[config.mk]
export PLATFORM = sky130hd
export DESIGN_NAME = fstk_ctrl
export DESIGN_NICKNAME = d
export VERILOG_FILES = /design/src/rtl/fstk_pkg.sv /design/src/rtl/fstk_ptr.sv /design/src/rtl/fstk_tags.sv /design/src/rtl/fstk_regfile.sv /design/src/rtl/fstk_decode.sv /design/src/rtl/fstk_ctrl.sv
export SDC_FILE = /design/constraint.sdc
export NUM_CORES = 1
export LEC_CHECK = 0
export CAP_MARGIN = 10
export CELL_PAD_IN_SITES_DETAIL_PLACEMENT = 1
export CELL_PAD_IN_SITES_GLOBAL_PLACEMENT = 1
export CORE_MARGIN = 3
export CORE_UTILIZATION = 52
export DETAILED_ROUTE_END_ITERATION = 10
export PLACE_DENSITY_LB_ADDON = 0.2
export RECOVER_POWER = 100
export SLEW_MARGIN = 15
export SYNTH_ARGS = -nofsm -noshare
export SYNTH_HDL_FRONTEND = slang
export SYNTH_HIERARCHICAL = 1
export SYNTH_SLANG_ARGS = --single-unit
[constraint.sdc]
create_clock -name clk -period 14.02 [get_ports clk]
set_clock_uncertainty 0.2 [all_clocks]
set_input_delay 2.804 -clock clk [delete_from_list [all_inputs] [get_ports clk]]
set_output_delay 2.804 -clock clk [all_outputs]
set_load 0.1 [all_outputs]
[src/rtl/fstk_pkg.sv]
package fstk_pkg;
  typedef enum logic [2:0] {
    OP_NOP   = 3'd0,
    OP_PUSH  = 3'd1,
    OP_POP   = 3'd2,
    OP_READ  = 3'd3,
    OP_WRITE = 3'd4,
    OP_WPOP  = 3'd5
  } fstk_op_e;
endpackage

[src/rtl/fstk_ptr.sv]
module fstk_ptr #(
  parameter int PTR_W = 3
) (
  input  logic             clk,
  input  logic             rst,
  input  logic             step_dn,
  input  logic             step_up,
  input  logic [PTR_W-1:0] rel_idx,
  output logic [PTR_W-1:0] top_q,
  output logic [PTR_W-1:0] top_dn,
  output logic [PTR_W-1:0] rel_addr
);
  // pointer arithmetic wraps naturally at PTR_W bits
  assign top_dn   = top_q - PTR_W'(1);
  assign rel_addr = top_q + rel_idx;

  always_ff @(posedge clk) begin
    if (rst)          top_q <= '0;
    else if (step_dn) top_q <= top_dn;
    else if (step_up) top_q <= top_q + PTR_W'(1);
  end

  AST_ONE_DIRECTION: assert property (@(posedge clk) disable iff (rst)
    !(step_dn && step_up));

  AST_PTR_RESET: assert property (@(posedge clk)
    rst |=> (top_q == '0));
endmodule

[src/rtl/fstk_tags.sv]
module fstk_tags #(
  parameter int DEPTH = 8,
  parameter int PTR_W = 3
) (
  input  logic             clk,
  input  logic             rst,
  input  logic             set_en,
  input  logic [PTR_W-1:0] set_addr,
  input  logic             clr_en,
  input  logic [PTR_W-1:0] clr_addr,
  output logic [DEPTH-1:0] tags_q
);
  // clear wins over set: a write-then-pop onto ST(0) leaves it empty
  for (genvar g = 0; g < DEPTH; g++) begin : g_tag
    always_ff @(posedge clk) begin
      if (rst)                                        tags_q[g] <= 1'b0;
      else if (clr_en && (clr_addr == PTR_W'(g)))     tags_q[g] <= 1'b0;
      else if (set_en && (set_addr == PTR_W'(g)))     tags_q[g] <= 1'b1;
    end
  end

  AST_TAGS_RESET: assert property (@(posedge clk)
    rst |=> (tags_q == '0));

  AST_CLR_PRIORITY: assert property (@(posedge clk) disable iff (rst)
    (clr_en && set_en && (clr_addr == set_addr)) |=> !tags_q[$past(clr_addr)]);
endmodule

[src/rtl/fstk_regfile.sv]
module fstk_regfile #(
  parameter int DATA_W = 80,
  parameter int DEPTH  = 8,
  parameter int PTR_W  = 3
) (
  input  logic              clk,
  input  logic              we,
  input  logic [PTR_W-1:0]  waddr,
  input  logic [DATA_W-1:0] wdata,
  input  logic              re,
  input  logic [PTR_W-1:0]  raddr,
  output logic [DATA_W-1:0] rdata_q
);
  logic [DATA_W-1:0] mem [DEPTH];

  // one write port, one registered read port, no reset: block RAM friendly
  always_ff @(posedge clk) begin
    if (we) mem[waddr] <= wdata;
    if (re) rdata_q    <= mem[raddr];
  end
endmodule

[src/rtl/fstk_decode.sv]
module fstk_decode
  import fstk_pkg::*;
#(
  parameter int DEPTH = 8,
  parameter int PTR_W = 3
) (
  input  logic             op_valid,
  input  logic [2:0]       op_code,
  input  logic [PTR_W-1:0] top_q,
  input  logic [PTR_W-1:0] top_dn,
  input  logic [PTR_W-1:0] rel_addr,
  input  logic [DEPTH-1:0] tags_q,
  output logic             we,
  output logic [PTR_W-1:0] waddr,
  output logic             re,
  output logic [PTR_W-1:0] raddr,
  output logic             set_en,
  output logic             clr_en,
  output logic [PTR_W-1:0] clr_addr,
  output logic             step_dn,
  output logic             step_up,
  output logic             fault_now,
  output logic             c1_upd,
  output logic             c1_val
);
  fstk_op_e op_e;
  logic     top_full, dn_full, rel_full;

  assign op_e     = fstk_op_e'(op_code);
  assign top_full = tags_q[top_q];
  assign dn_full  = tags_q[top_dn];
  assign rel_full = tags_q[rel_addr];
  assign clr_addr = top_q;

  always_comb begin
    we        = 1'b0;
    waddr     = rel_addr;
    re        = 1'b0;
    raddr     = rel_addr;
    set_en    = 1'b0;
    clr_en    = 1'b0;
    step_dn   = 1'b0;
    step_up   = 1'b0;
    fault_now = 1'b0;
    c1_upd    = 1'b0;
    c1_val    = 1'b0;
    if (op_valid) begin
      case (op_e)
        OP_PUSH: begin
          c1_upd = 1'b1;
          waddr  = top_dn;
          if (dn_full) begin
            fault_now = 1'b1;
            c1_val    = 1'b1;
          end else begin
            we      = 1'b1;
            set_en  = 1'b1;
            step_dn = 1'b1;
          end
        end
        OP_POP: begin
          c1_upd = 1'b1;
          raddr  = top_q;
          if (!top_full) fault_now = 1'b1;
          else begin
            re      = 1'b1;
            clr_en  = 1'b1;
            step_up = 1'b1;
          end
        end
        OP_READ: begin
          c1_upd = 1'b1;
          if (!rel_full) fault_now = 1'b1;
          else           re        = 1'b1;
        end
        OP_WRITE: begin
          c1_upd = 1'b1;
          we     = 1'b1;
          set_en = 1'b1;
        end
        OP_WPOP: begin
          c1_upd = 1'b1;
          if (!top_full) fault_now = 1'b1;
          else begin
            we      = 1'b1;
            set_en  = 1'b1;
            clr_en  = 1'b1;
            step_up = 1'b1;
          end
        end
        default: ;
      endcase
    end
  end

  // a fault never lets a write or a pointer step through
  always_comb begin
    AST_FAULT_BLOCKS_COMMIT: assert (!(fault_now && (we || step_dn || step_up || clr_en)));
  end
endmodule

[src/rtl/fstk_ctrl.sv]
module fstk_ctrl #(
  parameter  int DATA_W = 80,
  parameter  int DEPTH  = 8,
  localparam int PTR_W  = $clog2(DEPTH)
) (
  input  logic              clk,
  input  logic              rst,
  input  logic              op_valid,
  input  logic [2:0]        op_code,
  input  logic [PTR_W-1:0]  op_idx,
  input  logic [DATA_W-1:0] wr_data,
  output logic [DATA_W-1:0] rd_data,
  output logic              rd_valid,
  output logic              stack_fault,
  output logic              c1_flag,
  output logic [PTR_W-1:0]  top_ptr,
  output logic [DEPTH-1:0]  tag_full
);
  logic             we, re, set_en, clr_en, step_dn, step_up;
  logic             fault_now, c1_upd, c1_val;
  logic [PTR_W-1:0] waddr, raddr, clr_addr, top_q, top_dn, rel_addr;
  logic [DEPTH-1:0] tags_q;
  logic             fault_q, c1_q, rd_valid_q;

  fstk_ptr #(.PTR_W(PTR_W)) u_ptr (
    .clk(clk), .rst(rst), .step_dn(step_dn), .step_up(step_up),
    .rel_idx(op_idx), .top_q(top_q), .top_dn(top_dn), .rel_addr(rel_addr)
  );

  fstk_tags #(.DEPTH(DEPTH), .PTR_W(PTR_W)) u_tags (
    .clk(clk), .rst(rst), .set_en(set_en), .set_addr(waddr),
    .clr_en(clr_en), .clr_addr(clr_addr), .tags_q(tags_q)
  );

  fstk_decode #(.DEPTH(DEPTH), .PTR_W(PTR_W)) u_dec (
    .op_valid(op_valid), .op_code(op_code), .top_q(top_q), .top_dn(top_dn),
    .rel_addr(rel_addr), .tags_q(tags_q), .we(we), .waddr(waddr), .re(re),
    .raddr(raddr), .set_en(set_en), .clr_en(clr_en), .clr_addr(clr_addr),
    .step_dn(step_dn), .step_up(step_up), .fault_now(fault_now),
    .c1_upd(c1_upd), .c1_val(c1_val)
  );

  fstk_regfile #(.DATA_W(DATA_W), .DEPTH(DEPTH), .PTR_W(PTR_W)) u_rf (
    .clk(clk), .we(we), .waddr(waddr), .wdata(wr_data),
    .re(re), .raddr(raddr), .rdata_q(rd_data)
  );

  always_ff @(posedge clk) begin
    if (rst) begin
      fault_q    <= 1'b0;
      c1_q       <= 1'b0;
      rd_valid_q <= 1'b0;
    end else begin
      fault_q    <= fault_now;
      rd_valid_q <= re;
      if (c1_upd) c1_q <= c1_val;
    end
  end

  assign stack_fault = fault_q;
  assign c1_flag     = c1_q;
  assign rd_valid    = rd_valid_q;
  assign top_ptr     = top_q;
  assign tag_full    = tags_q;

  AST_POP_STEP: assert property (@(posedge clk) disable iff (rst)
    ($past(op_valid && op_code == 3'd2) && !fault_q)
      |-> (top_q == PTR_W'($past(top_q) + PTR_W'(1))) && rd_valid_q);

  AST_PUSH_STEP: assert property (@(posedge clk) disable iff (rst)
    ($past(op_valid && op_code == 3'd1) && !fault_q)
      |-> (top_q == PTR_W'($past(top_q) - PTR_W'(1))) && tags_q[top_q]);

  AST_UNDERFLOW_C1: assert property (@(posedge clk) disable iff (rst)
    (fault_q && !$past(op_code == 3'd1)) |-> (!c1_q && !rd_valid_q));

  AST_OVERFLOW_C1: assert property (@(posedge clk) disable iff (rst)
    (fault_q && c1_q) |-> $past(op_valid && op_code == 3'd1));

  AST_FAULT_FREEZE: assert property (@(posedge clk) disable iff (rst)
    fault_q |-> ($stable(top_q) && $stable(tags_q)));

  AST_WRITE_KEEPS_TOP: assert property (@(posedge clk) disable iff (rst)
    $past(op_valid && op_code == 3'd4) |-> (!fault_q && $stable(top_q)));

  AST_C1_CLEAN: assert property (@(posedge clk) disable iff (rst)
    ($past(op_valid && op_code != 3'd0 && op_code <= 3'd5) && !fault_q) |-> !c1_q);

  AST_IDLE_HOLDS: assert property (@(posedge clk) disable iff (rst)
    $past(!op_valid) |-> ($stable(top_q) && $stable(tags_q) && $stable(c1_q) && !fault_q));
endmodule

==> run_results.csv, run 1 <==
group,metric,value,unit
status,status,"complete, but fails checks",
status,violations,"capacitance limit, slew limit",
timing,rsz0062_at_grt,"false",
timing,hold_violations,0,
floorplan,start_util,0.531,
synth,dominantRegCellSynth,"edfxtp_1",
synth,synth-edff-count,720,
synth,synth_area,27600,µm²
power,cellPowerDensity,146,nW/µm²
clocking,numClockSinks,734,
floorplan,die_x,236,µm
global_route,grt_pass1_vias,13300,
critical_path,slowest_delay,3.83,ns
finish,finalNetCount,1453,
synth,seq_area_frac_synth,0.794,
timing,fin_ws,3.88,ns
power,combPwrFrac,0.081,
synth,ys_ff_latch,734,
clocking,clk_pin_slew,0.06,ns
critical_path,end_kind,"register",
clocking,numCtsBuffers,74,
detailed_routing,vias_per_cell,5.83,
detailed_routing,vias,12300,
timing,min_period_over_period,0.723,
timing,relSlewSlack,-2.55,
critical_path,worst-path-max-fanout,111,
critical_path,crit_type,"input port to register",
finish,area_growth,17.8,%
synth,synth_cells,1132,
finish,layout_common_cells,"720 x edfxtp_1, 177 x dlygate4sd3_1, 164 x mux4_2, 83 x mux2_2, 76 x clkbuf_16",
placement,dp_hpwl,30100,µm
clocking,h-tree-depth,3,
placement,place_ws,6.47,ns
min_path,hold_path_class,"register to register",
critical_path,crit_chain,"dlygate4sd3_1 -> ha_1 -> inv_1 -> fa_1 -> xor2_1 -> xnor2_1 -> mux2_1 -> buf_4 -> mux4_2 -> mux2_2",
job,max_cap_violations,12,
timing,worst_pin_slew,5.33,ns
critical_path,required,14.16,ns
critical_path,worstSetupStartpoint,"op_idx[0]",
critical_path,crit_family,"multiplexers",
global_route,antenna_found_initial,15,
timing,finalSetupTns,0,ns
synth,syn_avg_cell_area,24.4,µm²
timing,hold-worst-slack,0.310,ns
timing,fmax,98.6,MHz
critical_path,path_buf_inv,3,
floorplan,die-height,236,µm
placement,place_congestion,0.720,
clocking,post_cts_resize_count,0,
placement,placedInstanceArea,30200,µm²
power,sw_frac_of_total,0.211,
detailed_routing,drt-initial-drc-count,1026,
finish,drive_above_1_share,0.263,
timing,period_minus_slack,10.14,ns
floorplan,rows,83,
timing,drv_slew,546,
power,clkPwrFrac,0.401,
power,power.internal,3.75,mW
global_route,gr-total-overflow,0,
power,share_seq_of_total_power,0.518,
detailed_routing,ant_nets,0,
detailed_routing,drcViolationCount,0,
synth,synth-async-reset-ratio,0,
critical_path,cp-start-kind,"input port",
synth,synthDistinctLibCells,41,
finish,finalInstanceArea,32500,µm²
global_route,grt_util_all_layers,0.209,
finish,utilization,0.626,
floorplan,dieArea,55900,µm²
clocking,root_buffer,"clkbuf_16",
clocking,holdBufCountCts,0,
critical_path,rr_startpoint,"u_ptr/top_q[0]",
timing,setup_violations,0,
synth,synth_warnings,6,
global_route,grt_pass1_wl,86600,µm
clocking,tritoncts,"yes",
power,vdd_drop_max,116,µV
power,p_leak,10.2,nW
global_route,grt_start_max_net_pins,112,
detailed_routing,first_pass_iters,6,
floorplan,core_area,51900,µm²
floorplan,io_pins,183,
detailed_routing,wire_per_inst,27.4,µm
critical_path,crit_path_top_delay_cell,"mux2_1",
detailed_routing,routed_wl,57700,µm
critical_path,arrival,10.28,ns
finish,final_common_cell,"edfxtp_1",
power,p_sw,1.00,mW
synth,syn-num-nets,1225,
clocking,clock_path_buffers,3,
clocking,clk_latency,0.62,ns
placement,numPortBuffers,182,
min_path,worstHoldStart,"c1_flag",
clocking,post_cts_buffers,0,
==> worst paths after layout <==
kind / to / slack, ns / cells after the start
worst max-delay path: u_rf/rdata_q[21] / 3.88 / 10
worst min-delay path: c1_flag / 0.31 / 2
worst max register to register: u_rf/rdata_q[21] / 5.90 / 9
worst min register to register: c1_flag / 0.31 / 2
==> logic make-up after synthesis <==
| kind of cell | synth area share |
|---|---|
| AO/OA/AOI/OAI | 0.00526 |
| XOR/XNOR | 0.00127 |
| adder cells (fa/ha/maj) | 0.00209 |
| buffers and inverters | 0.0135 |
| flip-flops | 0.794 |
| multiplexers | 0.173 |
| AND/OR/NAND/NOR | 0.0113 |
==> worst min-delay path, cell delays in order (launching register included) <==
cell and delay (ns):
dfxtp_1 0.33, mux2i_1 0.07, nor2_1 0.07
==> per-stage QoR <==
| stage | power, mW | instances |
|---|---|---|
| floorplan | 2.77 | 1132 |
| global placement | 2.87 | 1964 |
| detailed placement | 2.88 | 1964 |
| CTS | 4.79 | 2097 |
| global route | 4.92 | 2097 |
| finish | 4.75 | 2105 |
==> metal layers <==
metal / wire, µm / vias up / GRT usage
li1: - / 5268 / -
met1: 23900 / 6553 / 0.286
met3: 3670 / 100 / 0.0514
met2: 28900 / 337 / 0.343
met4: 1160 / 8 / 0.0557
met5: 50 / - / 0
==> cells in the mapped netlist (2+ instances only) <==
library cell | instances | share of area
buf_4 | 5 | 0.0014
inv_1 | 15 | 0.0020
buf_6 | 11 | 0.0045
xnor2_1 | 2 | 0.00063
mux4_1 | 2 | 0.0019
nor2b_2 | 2 | 0.00063
ha_1 | 3 | 0.0014
xor2_1 | 2 | 0.00063
nand4bb_1 | 3 | 0.0012
clkbuf_1 | 17 | 0.0023
mux2i_1 | 3 | 0.0011
mux4_2 | 164 | 0.13
nand4b_1 | 3 | 0.00095
and2_1 | 2 | 0.00045
nor3_1 | 4 | 0.00073
nand2b_1 | 3 | 0.00068
edfxtp_1 | 720 | 0.78
a211oi_1 | 3 | 0.00082
buf_2 | 16 | 0.0029
mux2_2 | 87 | 0.036
nand2_1 | 5 | 0.00068
dfxtp_1 | 14 | 0.010
buf_1 | 3 | 0.00041
a221oi_1 | 7 | 0.0022
nor2_1 | 14 | 0.0019
nor2b_1 | 5 | 0.0011
and2b_2 | 3 | 0.00095
==> power by group through the flow <==
stage	Combinational (mW)	Clock, mW	Sequential (mW)
finish	0.383	1.90	2.46
global route	0.414	2.04	2.46
CTS	0.379	1.95	2.46
detailed placement	0.376	0	2.51
global placement	0.366	0	2.50
floorplan	0.232	0	2.54
==> registers in the layout, summed over array words and instances (netlist names) <==
| signal | count |
|---|---|
| stack_fault | 1 |
| c1_flag | 1 |
| u_ptr/top_q | 3 |
| u_rf/rdata_q | 80 |
| rd_valid | 1 |
| u_tags/tags_q | 8 |
| u_rf/mem | 640 |
==> layout make-up <==
class | count | area (µm²)
multi-input combinational | 331 | 5380
clock inverter | 39 | 377
clock buffer | 94 | 1970
timing repair buffer | 204 | 1950
sequential | 734 | 21900
tap | 680 | 851
inverter | 15 | 56.3
antenna | 8 | 20.0
fill | 4167 | 19400
(Power assumes the default switching activity.)
==> run 2: changes to the inputs <==
==> constraint.sdc (replaced) <==
create_clock -name clk -period 10.1 [get_ports clk]
set_clock_uncertainty 0.2 [all_clocks]
set_input_delay 2.02 -clock clk [delete_from_list [all_inputs] [get_ports clk]]
set_output_delay 2.02 -clock clk [all_outputs]
set_load 0.1 [all_outputs]
==> run_results.csv, run 2 (synthesis gave the netlist of run 1 again) <==
group,metric,value,unit
placement,numPortBuffers,182,
clocking,clk_pin_slew,0.06,ns
clocking,root_buffer,"clkbuf_16",
floorplan,dieArea,55900,µm²
detailed_routing,vias,12400,
detailed_routing,wire_per_inst,27.8,µm
critical_path,required,10.00,ns
timing,min_period_over_period,0.753,
floorplan,io_pins,183,
timing,relSlewSlack,-1.63,
min_path,hold_path_class,"register to register",
finish,area_growth,17.5,%
global_route,grt_start_max_net_pins,98,
finish,largest_reg_flops,640,
power,p_leak,10.2,nW
status,status,"complete, but fails checks",
timing,period_minus_slack,7.60,ns
floorplan,core_area,51900,µm²
finish,largest_registers,"u_rf/mem (640), u_rf/rdata_q (80), u_tags/tags_q (8)",
timing,worst_pin_slew,3.94,ns
finish,final_common_cell,"edfxtp_1",
detailed_routing,drt-initial-drc-count,1007,
finish,multi_input_area,5350,µm²
clocking,holdBufCountCts,0,
detailed_routing,drcViolationCount,0,
global_route,grt_pass1_wl,89100,µm
critical_path,path_buf_inv,2,
critical_path,slowest_delay,2.77,ns
detailed_routing,routed_wl,58500,µm
clocking,h-tree-depth,3,
detailed_routing,ant_nets,0,
finish,fill_cells,4183,
power,vdd_drop_max,145,µV
critical_path,cp-start-kind,"input port",
floorplan,die_x,236,µm
timing,hold_violations,0,
clocking,clock_path_buffers,3,
floorplan,start_util,0.531,
timing,rsz0062_at_grt,"false",
clocking,numClockSinks,734,
critical_path,worst-path-max-fanout,50,
critical_path,crit_path_top_delay_cell,"clkbuf_1",
global_route,antenna_found_initial,21,
critical_path,crit_type,"input port to register",
finish,finalNetCount,1454,
critical_path,arrival,7.50,ns
finish,seq_area,21900,µm²
critical_path,end_kind,"register",
placement,place_congestion,0.730,
clocking,clk_latency,0.59,ns
critical_path,crit_family,"buffers and inverters",
timing,setup_violations,0,
floorplan,die-height,236,µm
clocking,post_cts_buffers,0,
detailed_routing,first_pass_iters,4,
global_route,gr-total-overflow,0,
status,violations,"capacitance limit, slew limit",
power,cellPowerDensity,202,nW/µm²
critical_path,crit_chain,"dlygate4sd3_1 -> nor4b_1 -> and2b_1 -> a41o_1 -> nand2_1 -> nor2_4 -> clkbuf_1",
timing,fmax,132,MHz
job,max_cap_violations,18,
global_route,grt_pass1_vias,13700,
detailed_routing,vias_per_cell,5.89,
clocking,numCtsBuffers,76,
clocking,post_cts_resize_count,0,
finish,utilization,0.624,
clocking,tritoncts,"yes",
timing,drv_slew,788,
floorplan,rows,83,
finish,drive_above_1_share,0.250,
global_route,grt_util_all_layers,0.214,
timing,finalSetupTns,0,ns
finish,layout_common_cells,"720 x edfxtp_1, 177 x dlygate4sd3_1, 164 x mux4_2, 82 x mux2_2, 78 x clkbuf_16",
placement,dp_hpwl,31400,µm
finish,largest-register,"u_rf/mem",
## run 2: routing by layer
layer  vias to the layer above  track usage  part of all wire
li1                       5276            -                 -
met1                      6700        0.296              0.41
met2                       328        0.357              0.51
met3                        92       0.0385             0.054
met4                        10       0.0614             0.021
met5                         -            0            0.0011
## run 2: report_power, final
part	internal (mW)	leakage, nW	switching (mW)
combinational	0.241	2.48	0.275
clock	1.52	1.11	1.08
sequential	3.41	6.60	0.0126
## run 2: layout make-up
type / count / share of cell area
sequential: 734 / 0.676
multi-input combinational: 331 / 0.165
clock buffer: 101 / 0.0632
timing repair buffer: 203 / 0.0595
tap: 680 / 0.0262
clock inverter: 32 / 0.00780
inverter: 15 / 0.00174
antenna: 10 / 0.000772
## run 2: final timing paths
check	start	end	cells past startpoint	slack, ns
min reg2reg	c1_flag	c1_flag	2	0.32
max	op_code[0]	u_rf/mem[5][65]	7	2.50
max reg2reg	u_ptr/top_q[0]	u_rf/mem[5][65]	10	3.50
min	c1_flag	c1_flag	2	0.32
## run 2: stage by stage
step / hold WS (ns) / area [µm²] / cells / worst slack [ns] / total power, mW
after global placement: 0.309 / 30200 / 1963 / 3.54 / 3.99
after floorplan: 0.532 / 27600 / 1132 / 0.381 / 3.85
after CTS: 0.342 / 32500 / 2096 / 4.15 / 6.62
after global routing: 0.372 / 32400 / 2100 / 2.10 / 6.77
final: 0.322 / 32400 / 2106 / 2.50 / 6.53
after detailed placement: 0.320 / 30200 / 1963 / 3.53 / 4.01
## run 2: worst min-delay path, cell delays in order, from the launching register on
cell and delay [ns]:
dfxtp_1 0.34, mux2i_1 0.07, nor2_1 0.08
